**src/rtl/rtc_bcd_regs.sv**
```systemverilog
module rtc_bcd_regs (
  input  logic       clk,
  input  logic       rst_n,
  input  logic       tick,
  input  logic [2:0] addr,
  input  logic       wr_en,
  input  logic [7:0] wr_data,
  input  logic       rd_busy,
  output logic [7:0] rd_data
);

  logic [6:0][7:0] lv, vis, nx;
  logic [7:0] ctrl;
  logic [7:0] hr_inc;
  logic run, s_wr, m_wr, h_wr, d_wr, mo_wr, y_wr;
  logic [5:0] last_day;

  function automatic logic [7:0] bcd_inc(input logic [7:0] v);
    return (v[3:0] >= 4'd9) ? {v[7:4] + 4'd1, 4'd0} : v + 8'd1;
  endfunction

  function automatic logic [5:0] month_len(input logic [4:0] m, input logic [7:0] y);
    logic [6:0] yb;
    yb = 7'(y[7:4]) * 7'd10 + 7'(y[3:0]);
    case (m)
      5'h02: return (yb[1:0] == 2'd0) ? 6'h29 : 6'h28;
      5'h04, 5'h06, 5'h09, 5'h11: return 6'h30;
      default: return 6'h31;
    endcase
  endfunction

  function automatic logic [7:0] wmask(input logic [2:0] a);
    case (a)
      3'd1: return 8'h7F;
      3'd3: return 8'h07;
      3'd4: return 8'h3F;
      3'd5: return 8'h1F;
      default: return 8'hFF;
    endcase
  endfunction

  assign run      = tick && !lv[0][7];
  assign last_day = month_len(lv[5][4:0], lv[6]);
  assign s_wr     = run  && lv[0][6:0] == 7'h59;
  assign m_wr     = s_wr && lv[1][6:0] == 7'h59;
  assign h_wr     = m_wr && lv[2][5:0] == 6'h23;
  assign d_wr     = h_wr && lv[4][5:0] == last_day;
  assign mo_wr    = d_wr && lv[5][4:0] == 5'h12;
  assign y_wr     = mo_wr && lv[6] == 8'h99;
  assign hr_inc   = bcd_inc({2'b00, lv[2][5:0]});

  always_comb begin
    nx = lv;
    if (run)  nx[0] = s_wr ? 8'h00 : bcd_inc(lv[0]);
    if (s_wr) nx[1] = m_wr ? 8'h00 : bcd_inc(lv[1]);
    if (m_wr) nx[2] = {lv[2][7], lv[2][6] ^ (lv[2][7] & y_wr), h_wr ? 6'h00 : hr_inc[5:0]};
    if (h_wr) nx[3] = (lv[3][2:0] == 3'd7) ? 8'h01 : lv[3] + 8'd1;
    if (h_wr) nx[4] = d_wr ? 8'h01 : bcd_inc(lv[4]);
    if (d_wr) nx[5] = mo_wr ? 8'h01 : bcd_inc(lv[5]);
    if (mo_wr) nx[6] = y_wr ? 8'h00 : bcd_inc(lv[6]);
  end

  always_ff @(posedge clk or negedge rst_n) begin
    if (!rst_n) begin
      lv   <= {8'h00, 8'h01, 8'h01, 8'h01, 8'h00, 8'h00, 8'h00};
      vis  <= {8'h00, 8'h01, 8'h01, 8'h01, 8'h00, 8'h00, 8'h00};
      ctrl <= 8'h00;
    end else begin
      if (wr_en && addr != 3'd7) begin
        lv <= nx;
        lv[addr] <= wr_data & wmask(addr);
      end else begin
        lv <= nx;
      end
      if (wr_en && addr == 3'd7) ctrl <= wr_data;
      if (!rd_busy) vis <= lv;
    end
  end

  assign rd_data = (addr == 3'd7) ? ctrl : vis[addr];


  frozen_view_chk: assert property (@(posedge clk) disable iff (!rst_n)
    rd_busy |=> $stable(vis));


  ctrl_hold_chk: assert property (@(posedge clk) disable iff (!rst_n)
    !(wr_en && addr == 3'd7) |=> $stable(ctrl));


  stop_hold_chk: assert property (@(posedge clk) disable iff (!rst_n)
    (lv[0][7] && !wr_en) |=> $stable(lv));


  century_lock_chk: assert property (@(posedge clk) disable iff (!rst_n)
    (!lv[2][7] && !(wr_en && addr == 3'd2)) |=> $stable(lv[2][6]));

endmodule

```
**config.mk**
```make
export PLATFORM = sky130hd
export DESIGN_NAME = rtc_bcd_regs
export DESIGN_NICKNAME = d
export VERILOG_FILES = /design/src/rtl/rtc_bcd_regs.sv
export SDC_FILE = /design/constraint.sdc
export NUM_CORES = 1
export LEC_CHECK = 0
export BUFFER_PORTS_ARGS = -buffer_cell sky130_fd_sc_hd__buf_2
export CORE_ASPECT_RATIO = 0.5
export CORE_MARGIN = 10
export CORE_UTILIZATION = 50
export DETAILED_ROUTE_END_ITERATION = 10
export PLACE_DENSITY = 0.78
export SLEW_MARGIN = 20
export SYNTH_ARGS = -nofsm -noshare
export SYNTH_HDL_FRONTEND = slang
export SYNTH_SLANG_ARGS = --single-unit
```
**constraint.sdc**
```tcl
create_clock -name clk -period 2.7 [get_ports clk]
set_input_delay 0.54 -clock clk [delete_from_list [all_inputs] [get_ports clk]]
set_output_delay 0.54 -clock clk [all_outputs]
set_load 0.005 [all_outputs]
```
* Word-level counts from Yosys, hierarchy flattened
Index checks and enable logic that the tools add are counted.
** Word-level totals
- Bits in registers :: 120
- Bits of input ports :: 16
- Output and inout bits :: 8
- Word-level logic and storage cells :: 103
** Operators by class
- Add/subtract/negate cells :: 14
- Multipliers :: 1
- Order comparisons :: 8
- Equal/unequal tests :: 18
- Muxes and demuxes :: 31
- Bitwise operators :: 3
- Reductions and logical operators :: 13
** Operators by type and width (count)
- two-way mux 8 bit :: 21
- bitwise mux 56 bit :: 1
- two-way mux 56 bit :: 1
- adder 8 x 1 -> 8 bit, second input constant :: 6
- one-hot mux 8 bit (4 select lines) :: 1
- binary-select mux 8 bit (select 3 bit) :: 1
- demux 8 bit (select 3 bit) :: 1
- >= comparator 4 bit, second input constant :: 6
- adder 4 x 1 -> 4 bit, second input constant :: 5
- equality test 7 bit, second input constant :: 2
- equality test 3 bit, second input constant :: 4
- two-way mux 6 bit :: 2
- equality test 5 x 3 -> 1 bit, second input constant :: 2
- equality test 5 bit, second input constant :: 2
- logical AND 1 bit :: 10
- one-hot mux 5 bit (2 select lines) :: 1
- AND 8 bit :: 1
- equality test 8 bit, second input constant :: 1
- two-way mux 7 bit :: 1
- adder 6 x 1 -> 6 bit, second input constant :: 1
- equality test 6 bit :: 1
- equality test 6 bit, second input constant :: 1
- equality test 5 x 2 -> 1 bit, second input constant :: 1
- equality test 5 x 4 -> 1 bit, second input constant :: 1
- 14 further kinds :: 14

* Logic depth before layout (Yosys ltp)
Gate-level depths: netlist of run 1.
- Depth in word-level cells :: 14
- Depth in mapped cells :: 10
- Mapped depth without buffers :: 8

* Worst setup path after synthesis of run 1
Ideal clock, no wire load.
- Kind :: input-to-output
- Start point :: in addr[2]
- End point :: out rd_data[6]
- Data arrival time :: 2039 ps
- Data required time :: 2160 ps
- Slack :: 121 ps
- Cell stages on the path :: 5
- Path buffers :: 3
- Cell sequence :: clkbuf_1 buf_1 clkbuf_1 mux4_2 mux2_2
** On the way
- Longest elaborated chain between the ends :: 3
- Elaborated cells between the ends (all ways) :: 4
- Classes of those cells :: eq/ne (1); mux (3)
** Ends and longest elaborated chain
- from (decl) :: line 5 : input logic [2:0] addr,
- binary-select mux 8 bit (select 3 bit) :: line 80 : assign rd_data = (addr == 3'd7) ? ctrl : vis[addr];
- two-way mux 8 bit (not written as such) :: line 80
- two-way mux 8 bit (*) :: line 80
- to (decl) :: line 9 : output logic [7:0] rd_data
Every way passes the cells marked *; elsewhere a longest branch is shown, timed or not. The select of a mux whose other input is x is not followed.

* Worst setup path in the final report of run 1
- Start point :: reg lv[9] (netlist bit)
- End point :: reg lv[25] (netlist bit)
** On the way
- Longest elaborated chain between the ends :: 6
** Ends and longest elaborated chain
- from (decl) :: line 12 : logic [6:0][7:0] lv, vis, nx;
- from (signal assigned) :: line 65 : lv <= {8'h00, 8'h01, 8'h01, 8'h01, 8'h00, 8'h00, 8'h00};
- from (signal assigned) :: line 70 : lv <= nx;
- from (signal, indexed assignment) :: line 71 : lv[addr] <= wr_data & wmask(addr);
- equality test 7 bit (*) :: line 45 : assign m_wr = s_wr && lv[1][6:0] == 7'h59;
- logical AND 1 bit (*) :: line 45
- logical AND 1 bit (*) :: line 46 : assign h_wr = m_wr && lv[2][5:0] == 6'h23;
- two-way mux 8 bit (*) :: line 57 : if (h_wr) nx[3] = (lv[3][2:0] == 3'd7) ? 8'h01 : lv[3] + 8'd1;
- bitwise mux 56 bit :: line 71
- two-way mux 56 bit (*) :: line 69 : if (wr_en && addr != 3'd7) begin
Every way passes the cells marked *; elsewhere a longest branch is shown, timed or not.
A chain may end at the register's enable or synchronous reset.

==> impl_results.md, run 1 <==
* Outcome: finished, final reports clean
* Hold/Removal Path Class: primary input to asynchronous set/reset pin
* Worst setup SP type: register
* Via Count at 5593
* Xor-xnor portion of the synthesized cell area at 1.72%
* Via density at 6.14
* Detail Route Antenna Nets at 0
* Synth area leaders: dfrtp_1 (43%), mux2_2 (8.3%), ha_1 (5.7%), nand2_1 (5.0%), o21ai_0 (3.8%)
* DP Cell Count at 879
* Min Hold Slack at 0.0770 ns
* Post-synthesis mux area share at 12.1%
* Clk_lat worst skew at 0.42 ns
* First-pass GRT wire length at 29800 um
* Final setup viols at 0
* Area leader, netlist: dfrtp_1
* Synth Cell Area at 6630 um2
* Vias in the first global route at 5464
* Port Buffer Count at 23
* Top FF cell, synth: dfrtp_1
* DIE HEIGHT at 101 um
* Ys Warns at 0
* Adder-cell share of the synthesized area at 5.66%
* Tot GR Track Use at 20.4%
* Total grt overflow at 0
* Cell Chain, Critical Path: inv_1, ha_2, nand4b_1, or4_4, buf_4, or2_1, buf_4, nor3b_1, a21oi_1, a21oi_1
* Arrival time at the worst endpoint at 2.90 ns
* GP Congestion at 0.907
* Number of synthesized flops with an enable pin at 0
* Buffers plus inverters on the worst setup path at 3
* Reg-to-reg critical path startpoint: lv[9]
* Layout cells sized above 1 at 24.0%
* # diodes at 0
* Tcrit/Tclk final at 94.8%
* Worst Tran Pin Value at 0.876 ns
* Die X at 183 um
* Post-Synth Simple-Gate Area at 17.0%
* Maximum clock path buffer count at 2
* CTS tree: yes
* Main combinational cell family by area after synthesis: simple AND/OR/NAND/NOR gates
* Delay-heaviest family, CP: simple AND/OR/NAND/NOR gates
* Sequential Area at 3010 um2
* Final HPWL DP at 12900 um
* Core area at 12800 um2
* Syn nets at 721
* Num CTS Buffers at 17
* Fin. max-slew vios at 0
* Avg Inst Size Synth at 9.82 um2
* Worst Setup End Kind: register
* Root Driver: clkbuf_16
* Die ar. at 18500 um2
* Synth Instances at 675
* Final hold vios at 0
* Worst Path Max Fanout at 9
* H-tree depth at 4
* Layout filler cell count at 1021
* Final min period at 2.56 ns
* Async S/R FF share, synth at 100%
* Final Power at 6.13 mW
* Flops & latches, synth at 120
* Setup_tns at 0 ns
* Initial antenna violation count at 1
* Routed WL per cell at 20.4 um
* # DRC at 0
* Power per cell area at 785 nW/um2
* Area share of the largest cell type after synthesis at 43.0%
* Critical path type: register to register
* Initial Utilization at 51.8%
* Area growth, synth to finish at 17.8%
* DRT Pass-1 Iters at 5
* Post-route insts no fill at 911
* Routed WL at 18600 um
* FP Rows at 29
* Crit path max-delay cell type: or4_4
* Max VDD drop at 364 uV
* Pin count of the biggest net entering global routing at 75
* Number of max-cap violations at 0
* LEAKAGE at 3.46 nW
* CP max stage delay at 0.56 ns
* F_max at 0.391 GHz
* IO Pins at 24
* Area of the multi-input gates at 3400 um2
* Nets at 775
* Sequential area share after synthesis at 45.4%
* Distinct cells, synth at 60
* Final Skew at 0.00866 ns
* Initial DRC count at 696
* Post-synthesis compound-gate area fraction at 14.4%
* Crit path launch: lv[9]
* Clk sinks at 120
* Clock transition at path regs at 0.06 ns
* CP required at 3.04 ns
* Rel. slew slack at 41.1%
[final cells by class]
cell class	instances	share of cell area (%)
multi-input combinational	494	43.5
sequential	120	38.5
timing repair buffer	70	6.55
clock buffer	23	6.25
tap	170	2.72
inverter	26	1.25
clock inverter	8	1.22
[state kept, by name, indices dropped and copies added, names as in the netlist, named ones only]
signal / count
lv: 55
vis: 56
ctrl: 8
[cells in the mapped netlist (3+ instances only)]
cell type and instances:
mux2_2 49, nor2b_1 6, a21oi_1 36, a31oi_1 15, and3_1 3, dfstp_2 6
nor2_1 48, buf_1 7, inv_1 26, ha_1 30, a22oi_1 3, nand3b_1 6
o22ai_1 10, a211oi_1 8, dfrtp_1 114, a41oi_1 6, nor3b_1 5, or2_2 4
o21ai_0 50, xor2_1 8, mux4_2 8, nand2_1 88, mux2i_1 7, buf_2 4
o211ai_1 3, xnor2_1 5, nor3_1 15, nand4b_1 4, o31ai_1 7, clkbuf_1 23
or3_1 5, nand4_1 8, nand2b_1 3, nand3_1 22
[per-layer routing]
metal  up-vias  GRT usage (%)  part of all wire (%)
met2       242           33.2                    47
li1       2550              -                     -
met1      2752           26.0                    42
met4         2           7.83                   2.6
met5         -              0                 0.070
met3        47           5.27                   7.8
[through the flow]
stage | instance area, um2 | utilization [%] | worst slack (ns)
5_1_grt | 7810 | 61.0 | -0.00321
2_1_floorplan | 6630 | - | 0.121
3_5_place_dp | 7200 | 56.2 | -0.0660
4_1_cts | 7780 | 60.8 | 0.0340
6_report | 7810 | 61.0 | 0.141
3_3_place_gp | 7200 | 56.2 | -0.0482
[where the power goes]
part,total (mW),switching (mW),internal (mW)
clock network,2.24,0.798,1.44
logic,1.34,0.716,0.626
registers,2.55,0.367,2.18
total,6.13,1.88,4.25
[worst paths after layout]
kind	slack, ns	cells past startpoint	end
setup / recovery	0.14	10	lv[25]
hold / removal	0.08	1	vis[41]
setup reg to reg	0.14	10	lv[25]
hold reg to reg	0.49	2	vis[32]
max in group asynchronous	1.95	2	lv[24]
min in group clk	0.41	2	lv[19]
[repair_timing]
item                                    4_1_cts  5_1_grt
resized for setup                             0        7
hold buffers                                  0        0
hold endpoints to repair                      0        0
endpoints found under the setup margin        0       16
buffers inserted                              0        1
[layout by cell type (no fill, tap or decap), types with 3 or more instances in the layout]
| cell type | instances |
|---|---|
| nor3b_1 | 4 |
| nor2_1 | 48 |
| dfrtp_1 | 114 |
| nor3_1 | 14 |
| mux2_2 | 49 |
| a21oi_1 | 36 |
| o21ai_0 | 49 |
| buf_2 | 22 |
| clkbuf_16 | 17 |
| mux4_2 | 8 |
| or3_1 | 5 |
| clkbuf_8 | 4 |
| nand2_1 | 88 |
| a41oi_1 | 6 |
| inv_1 | 26 |
| mux2i_1 | 7 |
| nor2b_1 | 6 |
| nand4b_1 | 4 |
| nand3_1 | 22 |
| nand4_1 | 8 |
| xor2_1 | 8 |
| a211oi_1 | 8 |
| or2_2 | 4 |
| buf_12 | 3 |
| xnor2_1 | 5 |
| ha_1 | 29 |
| nand2b_1 | 3 |
| o211ai_1 | 3 |
| o22ai_1 | 10 |
| a31oi_1 | 15 |
| o31ai_1 | 7 |
| nand3b_1 | 6 |
| dfstp_2 | 6 |
| clkinv_2 | 4 |
| buf_4 | 44 |
| a22oi_1 | 3 |
[logic make-up (layout without fill, tap and decap cells)]
logic type / count (synthesis) / count (layout)
AO/OA/AOI/OAI: 156 / 156
XOR/XNOR: 13 / 13
adder cells (fa/ha/maj): 30 / 30
buffers and inverters: 61 / 127
flip-flops: 120 / 120
multiplexers: 64 / 64
AND/OR/NAND/NOR: 231 / 231
Note: power is estimated with default switching activity, not from simulation.
==> run 2: changes to the inputs <==
Settings changed: CELL_PAD_IN_SITES_DETAIL_PLACEMENT set to 1, CELL_PAD_IN_SITES_GLOBAL_PLACEMENT set to 1, CORE_UTILIZATION 50 to 49, PLACE_DENSITY 0.78 to 0.91.
==> impl_results.md, run 2 (same netlist as run 1, synthesis figures left out) <==
* Outcome: finished with violations (was finished, final reports clean)
* Failing checks: setup timing
* Top routing layer in use: met5 (unchanged)
* Via Count at 6829 (was 5593)
* Pin count of the biggest net entering global routing at 75 (unchanged)
* Placed Area at 7200 um2 (unchanged)
* Area growth, synth to finish at 20.3% (was 17.8%)
* Clk sinks at 120 (unchanged)
* Initial antenna violation count at 3 (was 1)
* Power per cell area at 864 nW/um2 (was 785 nW/um2)
* DIE HEIGHT at 102 um (was 101 um)
* Tcrit/Tclk final at 108% (was 94.8%)
* Port Buffer Count at 23 (unchanged)
* Worst setup SP type: primary input (was register)
* Final setup viols at 6 (was 0)
* Layout cells sized above 1 at 26.2% (was 24.0%)
* Worst Path Max Fanout at 19 (was 9)
* Maximum clock path buffer count at 2 (unchanged)
* Design area at 7970 um2 (was 7810 um2)
* First-pass GRT wire length at 42400 um (was 29800 um)
* FP Rows at 29 (unchanged)
* Final hold vios at 0 (unchanged)
* Biggest register: vis (unchanged)
* Setup_tns at -0.465 ns (was 0 ns)
* DRT Pass-1 Iters at 5 (unchanged)
* Final Power at 6.89 mW (was 6.13 mW)
* LEAKAGE at 3.53 nW (was 3.46 nW)
* Final WS setup at -0.220 ns (was 0.141 ns)
* Delay-heaviest family, CP: multiplexers (was simple AND/OR/NAND/NOR gates)
* Root Driver: clkbuf_16 (unchanged)
* Number of max-cap violations at 0 (unchanged)
* Routed wl met3 at 4290 um (was 1450 um)
* Met1 Routed Length at 11000 um (was 7900 um)
* Worst Tran Pin Value at 1.15 ns (was 0.876 ns)
* Core area at 13000 um2 (was 12800 um2)
* Rel. slew slack at 21.5% (was 41.1%)
* Arrival time at the worst endpoint at 2.38 ns (was 2.90 ns)
* Num CTS Buffers at 17 (unchanged)
* F_max at 0.342 GHz (was 0.391 GHz)
* Vias in the first global route at 6786 (was 5464)
* Top flop regs: vis: 56 flops, lv: 55 flops, ctrl: 8 flops (unchanged)
* Buffers plus inverters on the worst setup path at 2 (was 3)
* Final Skew at 0.0176 ns (was 0.00866 ns)
* CTS tree: yes (unchanged)
* DP Cell Count at 879 (unchanged)
* Most frequent cells in the layout: dfrtp_1 (113), nand2_1 (88), buf_4 (51) (was dfrtp_1 (114), nand2_1 (88), o21ai_0 (49), mux2_2 (49), nor2_1 (48))
* Die X at 184 um (was 183 um)
* Fin. max-slew vios at 0 (unchanged)
* Clk_lat worst skew at 0.45 ns (was 0.42 ns)
* Routed wl met2 at 13200 um (was 8740 um)
* # DRC at 0 (unchanged)
* Routed WL at 31200 um (was 18600 um)
* Die ar. at 18900 um2 (was 18500 um2)
* Final HPWL DP at 17100 um (was 12900 um)
* Final min period at 2.92 ns (was 2.56 ns)
* Tot GR Track Use at 30.0% (was 20.4%)
* Number of flip-flops under the largest register name at 56 (unchanged)
* Post-route insts no fill at 921 (was 911)
* CP max stage delay at 0.62 ns (was 0.56 ns)
* Total grt overflow at 0 (unchanged)
* Detail Route Antenna Nets at 0 (unchanged)
* H-tree depth at 4 (unchanged)
* Cell Chain, Critical Path: buf_2, mux2i_1, a21oi_1, a211oi_1, a21oi_1, buf_2 (was inv_1, ha_2, nand4b_1, or4_4, buf_4, or2_1, buf_4, nor3b_1, a21oi_1, a21oi_1)
* CP required at 2.16 ns (was 3.04 ns)
* Initial Utilization at 51.2% (was 51.8%)
* Most common library cell in the layout ignoring fill and taps: dfrtp_1 (unchanged)
* Worst Setup End Kind: primary output (was register)
* Clock transition at path regs at 0.07 ns (was 0.06 ns)
* Crit path max-delay cell type: mux2i_1 (was or4_4)
* Initial DRC count at 1048 (was 696)
* Min Hold Slack at 0.0904 ns (was 0.0770 ns)
* IO Pins at 24 (unchanged)
* Hold/Removal Path Class: primary input to asynchronous set/reset pin (unchanged)
* Critical path type: primary input to primary output (was register to register)
* Via density at 7.41 (was 6.14)
* Routed WL per cell at 33.9 um (was 20.4 um)
* GP Congestion at 0.904 (was 0.907)
* Nets at 783 (was 775)
* Max VDD drop at 558 uV (was 364 uV)
-- run 2: changes by cell type in the layout (fill, tap and decap cells not counted), moves of 2 or more --
cell	previous run	this run
buf_4	44	51
a31oi_1	15	13
clkinv_2	4	2
diode_2	0	2
-- run 2: area by class of cell --
type	count	area, um2
multi-input cells	494	3460
diodes	2	5.00
clock buffers	24	492
clock inverters	7	116
well taps	170	213
inverters	26	97.6
flip-flops and latches	120	3010
repair buffers	78	576
fillers	1380	4980
-- run 2: through the flow --
stage / setup slack, ns / utilization (%)
6_report: -0.220 / 61.5
5_1_grt: -0.424 / 61.5
4_1_cts: -0.00979 / 60.4
3_5_place_dp: -0.0929 / 55.6
3_3_place_gp: 0.0509 / 55.6
2_1_floorplan: 0.121 / -
-- run 2: final timing paths --
kind / start / endpoint / slack, ns / cells past startpoint
min: rst_n / ctrl[3] / 0.09 / 1
min reg2reg: vis[48] / vis[48] / 0.53 / 2
max in group asynchronous: rst_n / vis[24] / 1.90 / 2
max: addr[2] / rd_data[7] / -0.22 / 6
max reg2reg: lv[1] / lv[55] / -0.05 / 9
min in group clk: wr_data[6] / lv[6] / 0.46 / 3
-- run 2: layer usage --
layer	global-route usage, %	vias to the layer above
met5	0	-
met4	16.5	2
met3	10.1	257
met2	48.1	672
met1	35.3	3345
li1	-	2553
-- run 2: power by group --
part           total (mW)  switching [mW]  internal, mW  leakage [nW]
Combinational        1.69            1.01         0.680          1.77
Sequential           2.69           0.512          2.18          1.46
Clock                2.50           0.961          1.54         0.296
Total                6.89            2.49          4.41          3.53
-- run 2: timing repair --
item,CTS,global route
buffers inserted,0,8
pin swaps,0,10
endpoints found under the setup margin,7,22
cloned,0,1
hold buffers,0,0
resized for setup,2,23
